**src/rtl/bic_pkg.sv**
```systemverilog
package bic_pkg;

  localparam int AREA_W = 3;
  localparam int CODE_W = 3;

  // attributes of one external access
  typedef struct packed {
    logic [AREA_W-1:0] area;
    logic              wr;
    logic              dma;
    logic              mpx;
  } acc_t;

  // idle code -> idle cycles: linear up to 3, then steps of 3
  function automatic logic [3:0] idle_cycles_f(input logic [CODE_W-1:0] code);
    int v;
    v = int'(code);
    if (v > 3) v = 3 * (v - 2);
    return 4'(v);
  endfunction

endpackage

```
**src/rtl/bic_cfg_bank.sv**
```systemverilog
module bic_cfg_bank
  import bic_pkg::*;
#(
  parameter int NUM_AREAS = 7
) (
  input  logic                          clk,
  input  logic                          rst_n,
  input  logic                          cfg_wr,
  input  logic [AREA_W-1:0]             cfg_idx,
  input  logic [CODE_W-1:0]             cfg_code,
  output logic [NUM_AREAS*CODE_W-1:0]   area_codes,
  output logic [CODE_W-1:0]             dma_code
);

  localparam logic [CODE_W-1:0] CODE_MAX = '1;
  localparam logic [AREA_W-1:0] DMA_IDX  = AREA_W'(NUM_AREAS);

  generate
    for (genvar g = 0; g < NUM_AREAS; g++) begin : g_area
      logic [CODE_W-1:0] code_q;
      always_ff @(posedge clk or negedge rst_n) begin
        if (!rst_n)                                   code_q <= CODE_MAX;
        else if (cfg_wr && cfg_idx == AREA_W'(g))     code_q <= cfg_code;
      end
      assign area_codes[g*CODE_W +: CODE_W] = code_q;
    end
  endgenerate

  always_ff @(posedge clk or negedge rst_n) begin
    if (!rst_n)                          dma_code <= CODE_MAX;
    else if (cfg_wr && cfg_idx == DMA_IDX) dma_code <= cfg_code;
  end

  // a written code is visible on the next cycle
  a_r2_dma_write: assert property (@(posedge clk) disable iff (!rst_n)
    (cfg_wr && cfg_idx == DMA_IDX) |=> dma_code == $past(cfg_code));

endmodule

```
**src/rtl/bic_need_calc.sv**
```systemverilog
module bic_need_calc
  import bic_pkg::*;
#(
  parameter int NUM_AREAS = 7,
  parameter int CNT_W     = 4
) (
  input  logic                        clk,
  input  logic                        rst_n,
  input  logic                        have_prev,
  input  acc_t                        prev_acc,
  input  acc_t                        next_acc,
  input  logic [NUM_AREAS*CODE_W-1:0] area_codes,
  input  logic [CODE_W-1:0]           dma_code,
  output logic [CNT_W-1:0]            need,
  output logic                        dev_switch,
  output logic                        mpx_floor,
  output logic                        use_dma
);

  logic [CODE_W-1:0] sel_code;
  logic [CNT_W-1:0]  base_cnt;

  function automatic logic [CODE_W-1:0] pick_area_code(
      input logic [NUM_AREAS*CODE_W-1:0] codes, input logic [AREA_W-1:0] a);
    logic [CODE_W-1:0] r;
    r = '0;
    for (int i = 0; i < NUM_AREAS; i++)
      if (a == AREA_W'(i)) r = codes[i*CODE_W +: CODE_W];
    return r;
  endfunction

  assign use_dma    = prev_acc.dma | next_acc.dma;
  assign sel_code   = use_dma ? dma_code : pick_area_code(area_codes, prev_acc.area);
  assign base_cnt   = CNT_W'(idle_cycles_f(sel_code));
  assign dev_switch = prev_acc.area != next_acc.area;
  // multiplexed bus needs at least one turnaround cycle
  assign mpx_floor  = dev_switch ? (prev_acc.mpx | next_acc.mpx)
                                 : (prev_acc.mpx & prev_acc.wr);

  always_comb begin
    if (!have_prev)                  need = '0;
    else if (!dev_switch && !mpx_floor) need = '0;
    else if (mpx_floor && base_cnt == '0) need = CNT_W'(1);
    else                             need = base_cnt;
  end

  // turnaround floor is honoured
  a_r6_mpx_floor: assert property (@(posedge clk) disable iff (!rst_n)
    (have_prev && mpx_floor) |-> need != '0);
  // plain same-area access gets no gap
  a_r4_same_area_zero: assert property (@(posedge clk) disable iff (!rst_n)
    (have_prev && !dev_switch && !(prev_acc.mpx && prev_acc.wr)) |-> need == '0);
  // nothing to separate from before the first access
  a_r7_first_zero: assert property (@(posedge clk) disable iff (!rst_n)
    !have_prev |-> need == '0);

endmodule

```
**src/rtl/bic_gap_timer.sv**
```systemverilog
module bic_gap_timer #(
  parameter int CNT_W = 4
) (
  input  logic             clk,
  input  logic             rst_n,
  input  logic             restart,
  output logic [CNT_W-1:0] elapsed
);

  localparam logic [CNT_W-1:0] CNT_MAX = '1;

  always_ff @(posedge clk or negedge rst_n) begin
    if (!rst_n)                  elapsed <= '0;
    else if (restart)            elapsed <= '0;
    else if (elapsed != CNT_MAX) elapsed <= elapsed + CNT_W'(1);
  end

  // counter saturates and never wraps
  a_r8_saturate: assert property (@(posedge clk) disable iff (!rst_n)
    (elapsed == CNT_MAX && !restart) |=> elapsed == CNT_MAX);
  // counting starts at zero after an access ends
  a_r8_restart: assert property (@(posedge clk) disable iff (!rst_n)
    restart |=> elapsed == '0);

endmodule

```
**src/rtl/bus_idle_gap.sv**
```systemverilog
module bus_idle_gap
  import bic_pkg::*;
#(
  parameter int NUM_AREAS = 7,
  parameter int CNT_W     = 4
) (
  input  logic              clk,
  input  logic              rst_n,
  input  logic              cfg_wr,
  input  logic [AREA_W-1:0] cfg_idx,
  input  logic [CODE_W-1:0] cfg_code,
  input  logic              req_valid,
  input  logic [AREA_W-1:0] req_area,
  input  logic              req_write,
  input  logic              req_dma_single,
  input  logic              req_mpx,
  input  logic              acc_done,
  output logic              ready,
  output logic              busy
);

  logic [NUM_AREAS*CODE_W-1:0] area_codes;
  logic [CODE_W-1:0]           dma_code;
  logic [CNT_W-1:0]            elapsed;
  logic [CNT_W-1:0]            need;
  logic                        dev_switch, mpx_floor, use_dma;
  logic                        have_prev;
  acc_t                        prev_acc, cur_acc, next_acc;
  logic                        grant, finish;

  assign next_acc = '{area: req_area, wr: req_write, dma: req_dma_single, mpx: req_mpx};
  assign ready    = !busy && (elapsed >= need);
  assign grant    = req_valid && ready;
  assign finish   = busy && acc_done;

  bic_cfg_bank #(.NUM_AREAS(NUM_AREAS)) u_cfg (
    .clk(clk), .rst_n(rst_n), .cfg_wr(cfg_wr), .cfg_idx(cfg_idx),
    .cfg_code(cfg_code), .area_codes(area_codes), .dma_code(dma_code)
  );

  bic_need_calc #(.NUM_AREAS(NUM_AREAS), .CNT_W(CNT_W)) u_need (
    .clk(clk), .rst_n(rst_n), .have_prev(have_prev), .prev_acc(prev_acc),
    .next_acc(next_acc), .area_codes(area_codes), .dma_code(dma_code),
    .need(need), .dev_switch(dev_switch), .mpx_floor(mpx_floor), .use_dma(use_dma)
  );

  bic_gap_timer #(.CNT_W(CNT_W)) u_timer (
    .clk(clk), .rst_n(rst_n), .restart(finish), .elapsed(elapsed)
  );

  // in-flight tracking; attributes committed when the access ends
  always_ff @(posedge clk or negedge rst_n) begin
    if (!rst_n) begin
      busy      <= 1'b0;
      have_prev <= 1'b0;
      cur_acc   <= '0;
      prev_acc  <= '0;
    end else begin
      if (grant) begin
        busy    <= 1'b1;
        cur_acc <= next_acc;
      end else if (finish) begin
        busy      <= 1'b0;
        prev_acc  <= cur_acc;
        have_prev <= 1'b1;
      end
    end
  end

  // no grant while an access is in flight
  a_r8_no_ready_busy: assert property (@(posedge clk) disable iff (!rst_n)
    busy |-> !ready);
  // a grant makes the block busy
  a_r8_busy_after_grant: assert property (@(posedge clk) disable iff (!rst_n)
    grant |=> busy);
  // end of access frees the block
  a_r8_done_frees: assert property (@(posedge clk) disable iff (!rst_n)
    finish |=> !busy);
  // before any access has ended, an idle block always grants
  a_r7_first_free: assert property (@(posedge clk) disable iff (!rst_n)
    (!have_prev && !busy) |-> ready);
  // the DMA field is chosen whenever a single-address DMA is involved
  a_r3_dma_select: assert property (@(posedge clk) disable iff (!rst_n)
    (have_prev && req_dma_single) |-> use_dma);

endmodule

```
**config.mk**
```make
export PLATFORM = sky130hd
export DESIGN_NAME = bus_idle_gap
export DESIGN_NICKNAME = d
export VERILOG_FILES = /design/src/rtl/bic_pkg.sv /design/src/rtl/bic_cfg_bank.sv /design/src/rtl/bic_need_calc.sv /design/src/rtl/bic_gap_timer.sv /design/src/rtl/bus_idle_gap.sv
export SDC_FILE = /design/constraint.sdc
export NUM_CORES = 1
export LEC_CHECK = 0
export CORE_ASPECT_RATIO = 0.8
export CORE_MARGIN = 2
export CORE_UTILIZATION = 50
export CTS_BUF_LIST = sky130_fd_sc_hd__clkbuf_8
export DETAILED_ROUTE_END_ITERATION = 10
export HOLD_SLACK_MARGIN = 0.08
export MAX_ROUTING_LAYER = met4
export PLACE_DENSITY = 0.71
export SYNTH_ARGS = -nofsm -noshare
export SYNTH_HDL_FRONTEND = slang
export SYNTH_HIERARCHICAL = 1
export SYNTH_SLANG_ARGS = --single-unit
```
**constraint.sdc**
```tcl
create_clock -name clk -period 4.2 [get_ports clk]
set_input_delay 0.63 -clock clk [delete_from_list [all_inputs] [get_ports clk]]
set_output_delay 0.63 -clock clk [all_outputs]
set_load 0.03 [all_outputs]
```
==> results list <==
- The number of nets in the synthesized netlist is 250.
- Of the cells placed in the final design, the portion with a size suffix greater than 1 is 0.489.
- Summed over all nets, the half-perimeter wirelength after detailed placement is 4240 µm.
* DR WL/cell: 18.1 µm
- The biggest area contributor in the post-synthesis netlist is dfstp_2.
* Count of inserted antenna diode cells: 0
* Cts-stage hold buffer count: 0
- Number of cells after detailed placement: 322
* Total clock buffers created by CTS: 5
- Entering global routing, the biggest net connects 43 pins.
- At the later pin of the worst-skew pair, clock insertion delay measures 0.29 ns.
* 1st-iter DRT viols: 67
- The mapped netlist covers 0.00261 mm².
- After the flow finishes, the layout carries non-filler instances totaling 336.
- Nature of the critical path endpoint: primary output
- Setup slack on the critical path of the routed design comes to -0.227 ns.
- The Yosys step of the flow raised 6 warnings.
* Number of setup violations in the final report: 1
- The run finished, with violations left.
* Routability congestion estimate: 0.855
- Final Hold Violating Endpoints: 0
* Synthesized netlist cell count: 224
* Most used flip-flop cell after synthesis: dfstp_2
- Data on the critical path is required at its endpoint by 3.57 ns.
- TritonCTS clock tree: built
* Nets: 299
- During I/O placement, the number of pins put on the boundary was 19.
- Counting along the longest clock path gives a buffer depth of 2.
- Clock-pin slew on the worst setup and hold paths: 0.08 ns
- Remaining DRCs: 0
- The via count of the first global-routing pass came to 1935.
- Count of input and output buffers: 18
* Worst slew margin: 0.378
- Most frequently used cell type in the post-synthesis netlist: dfstp_2
* Growth of design area from synthesis to finish: 25.4%
- For this block, the routed nets add up to 6070 µm of wire.
- The layout has 395 filler cells.
- Of all flip-flops after synthesis, the portion carrying an async set or reset was 1.00.
- The share of the Yosys chip area taken by registers is 0.414.
* Global-route congestion overflow total: 0
* Syn avg cell area: 11.7 µm²
- Counting every sink on the clock net gives 42.
- For the pin with the worst max-slew slack, the measured transition is 0.932 ns.
- Wire length of the first global-routing pass: 9740 µm
- Overall fraction of global-route tracks in use: 0.226
- Residual antenna-violating net count after detailed routing: 0
- Across the routed clock network, the largest skew measured is 0.00524 ns.
- Smallest hold slack: 0.487 ns
* Top fanout value on the critical path: 6
* Number of flops mapped to enable cells by yosys: 0
* Time the worst path needs with I/O delays and setup: 4.43 ns
- Via-per-instance ratio: 5.78
- The initial antenna violation count came to 0.
- Register bit total from synthesis: 42
* Path category of the worst min-delay check: input port to async pin
- Power density relative to cell area: 796 mW/mm²
- The die is 68.6 µm tall.
* Arrival @ worst endpoint: 3.80 ns
- Across all layers, the routed design uses 1942 vias.
- Share of Yosys cell area claimed by the top area cell type: 0.241
- Leading post-synthesis cells by instance count: 24 x dfstp_2, 22 x mux2_2, 18 x dfrtp_1
- Worst setup path class: register to primary output
- Die Span X: 84.8 µm
- IR analysis of the VDD net gives a maximum drop of 0.442 mV.
- In this run the clock root is driven by a clkbuf_8.
- The worst setup path is launched from a register.
* Number of rows created at floorplan: 23
* Unrepaired setup endpoints after global routing: true
- Effective utilization at floorplan: 0.521
* Post-route clock period utilization: 1.05
* DIE AREA: 0.00582 mm²
- Number of max-slew violations in the final report: 0
- DRT Pass-1 Iters: 4
- Power comes to 2.61 mW.
- For this design the static power due to leakage is 1.37 nW.
* Count of different cell masters after synthesis: 56
- Violated checks: setup timing
* Maximum clock frequency: 226 MHz
- Core Region: 0.00501 mm²
* H-tree depth reported by CTS: 2
* Cell types with the largest area share after synthesis: dfstp_2 24%, dfrtp_1 17%, mux2_2 9.5%, mux2_4 5.2%, ha_1 4.3%
* Number of max-cap violations: 0
==> where the power goes <==
part,internal [mW],switching [mW]
Clock,0.115,0.144
Combinational,0.859,0.763
Sequential,0.578,0.148
==> repair_timing <==
action,4_1_cts,5_1_grt
pin swaps,12,4
setup endpoints to repair,1,1
gates resized for setup,30,7
setup buffers,6,0
gates cloned,0,0
==> layer usage <==
layer / share of wire / routed length [µm] / global-route usage
met3: 0.017 / 106 / 0.0357
met2: 0.47 / 2830 / 0.356
met1: 0.51 / 3100 / 0.310
met5: 0 / 0 / -
met4: 0.0056 / 34 / 0.0556
==> cell families (layout without fill, tap and decap cells) <==
group                    after synthesis  count (layout)  synth area share
AO/OA/AOI/OAI                         45              45             0.138
XOR/XNOR                               5               5            0.0168
adder cells (fa/ha/maj)                9               9            0.0431
buffers and inverters                 18              68            0.0321
flip-flops                            42              42             0.414
multiplexers                          38              38             0.178
AND/OR/NAND/NOR                       67              67             0.178
==> cell type report <==
class | instances | area (µm²) | area share
Multi-Input combinational cell | 164 | 1570 | 0.480
Inverter | 12 | 45.0 | 0.0138
Clock buffer | 5 | 68.8 | 0.0210
Tap cell | 62 | 77.6 | 0.0237
Clock inverter | 3 | 16.3 | 0.00497
Sequential cell | 42 | 1080 | 0.331
Timing Repair Buffer | 48 | 412 | 0.126
==> critical path, stage by stage, from the launching register on <==
cell	delay [ns]
dfrtp_2	0.48
nand2b_4	0.16
mux4_2	0.49
o21ai_4	0.21
ha_4	0.24
xnor2_4	0.13
ha_4	0.27
nand2b_4	0.11
mux2i_1	0.08
a41o_1	0.24
ha_1	0.30
or3b_4	0.40
a21oi_4	0.15
nor2_1	0.06
buf_4	0.19
==> worst paths after layout <==
path                        startpoint  slack (ns)     endpoint  depth (start not counted)
max in group asynchronous        rst_n        3.08  prev_acc[3]                          1
setup reg to reg           prev_acc[5]        0.64         busy                         14
setup / recovery           prev_acc[5]       -0.23        ready                         14
hold reg to reg            prev_acc[0]        0.56  prev_acc[0]                          1
hold / removal                   rst_n        0.49  prev_acc[4]                          1
min in group clk           prev_acc[0]        0.56  prev_acc[0]                          1
==> layout by cell type, fill, tap and decap left out, types with 4 or more instances in the layout <==
master           synthesis  routed
clkdlybuf4s50_1          0      15
nand2b_1                 6       4
o211ai_1                 9       9
and3b_2                  6       6
mux2i_1                  6       6
inv_1                   11      11
nor2_1                   8       8
dfrtp_1                 18      15
mux2_2                  22      22
a21oi_1                  5       5
ha_1                     9       5
nand3_1                 14      14
buf_4                    1      27
dfstp_2                 24      24
buf_6                    1       4
clkbuf_8                 0       5
nor2b_1                  7       7
nand2_1                  6       5
mux2_4                   9       9
a221oi_1                 5       5
==> state kept, by name (all words and copies together), names as in the netlist <==
signal,cells
busy,1
u_timer/elapsed,4
have_prev,1
cur_acc,6
u_cfg/dma_code,3
prev_acc,6
u_cfg/g_area.code_q,21
==> metrics by stage <==
| step | instance area (µm²) | setup WS, ns | setup TNS, ns | util |
|---|---|---|---|---|
| finish | 3280 | -0.227 | -0.227 | 0.654 |
| global route | 3280 | -0.356 | -0.356 | 0.654 |
| global placement | 3010 | -0.800 | -0.800 | 0.600 |
| detailed placement | 3010 | -0.877 | -0.877 | 0.600 |
| CTS | 3230 | -0.187 | -0.187 | 0.646 |
| floorplan | 2610 | 0.0242 | 0 | - |
Power figures use the tool's default switching activity.
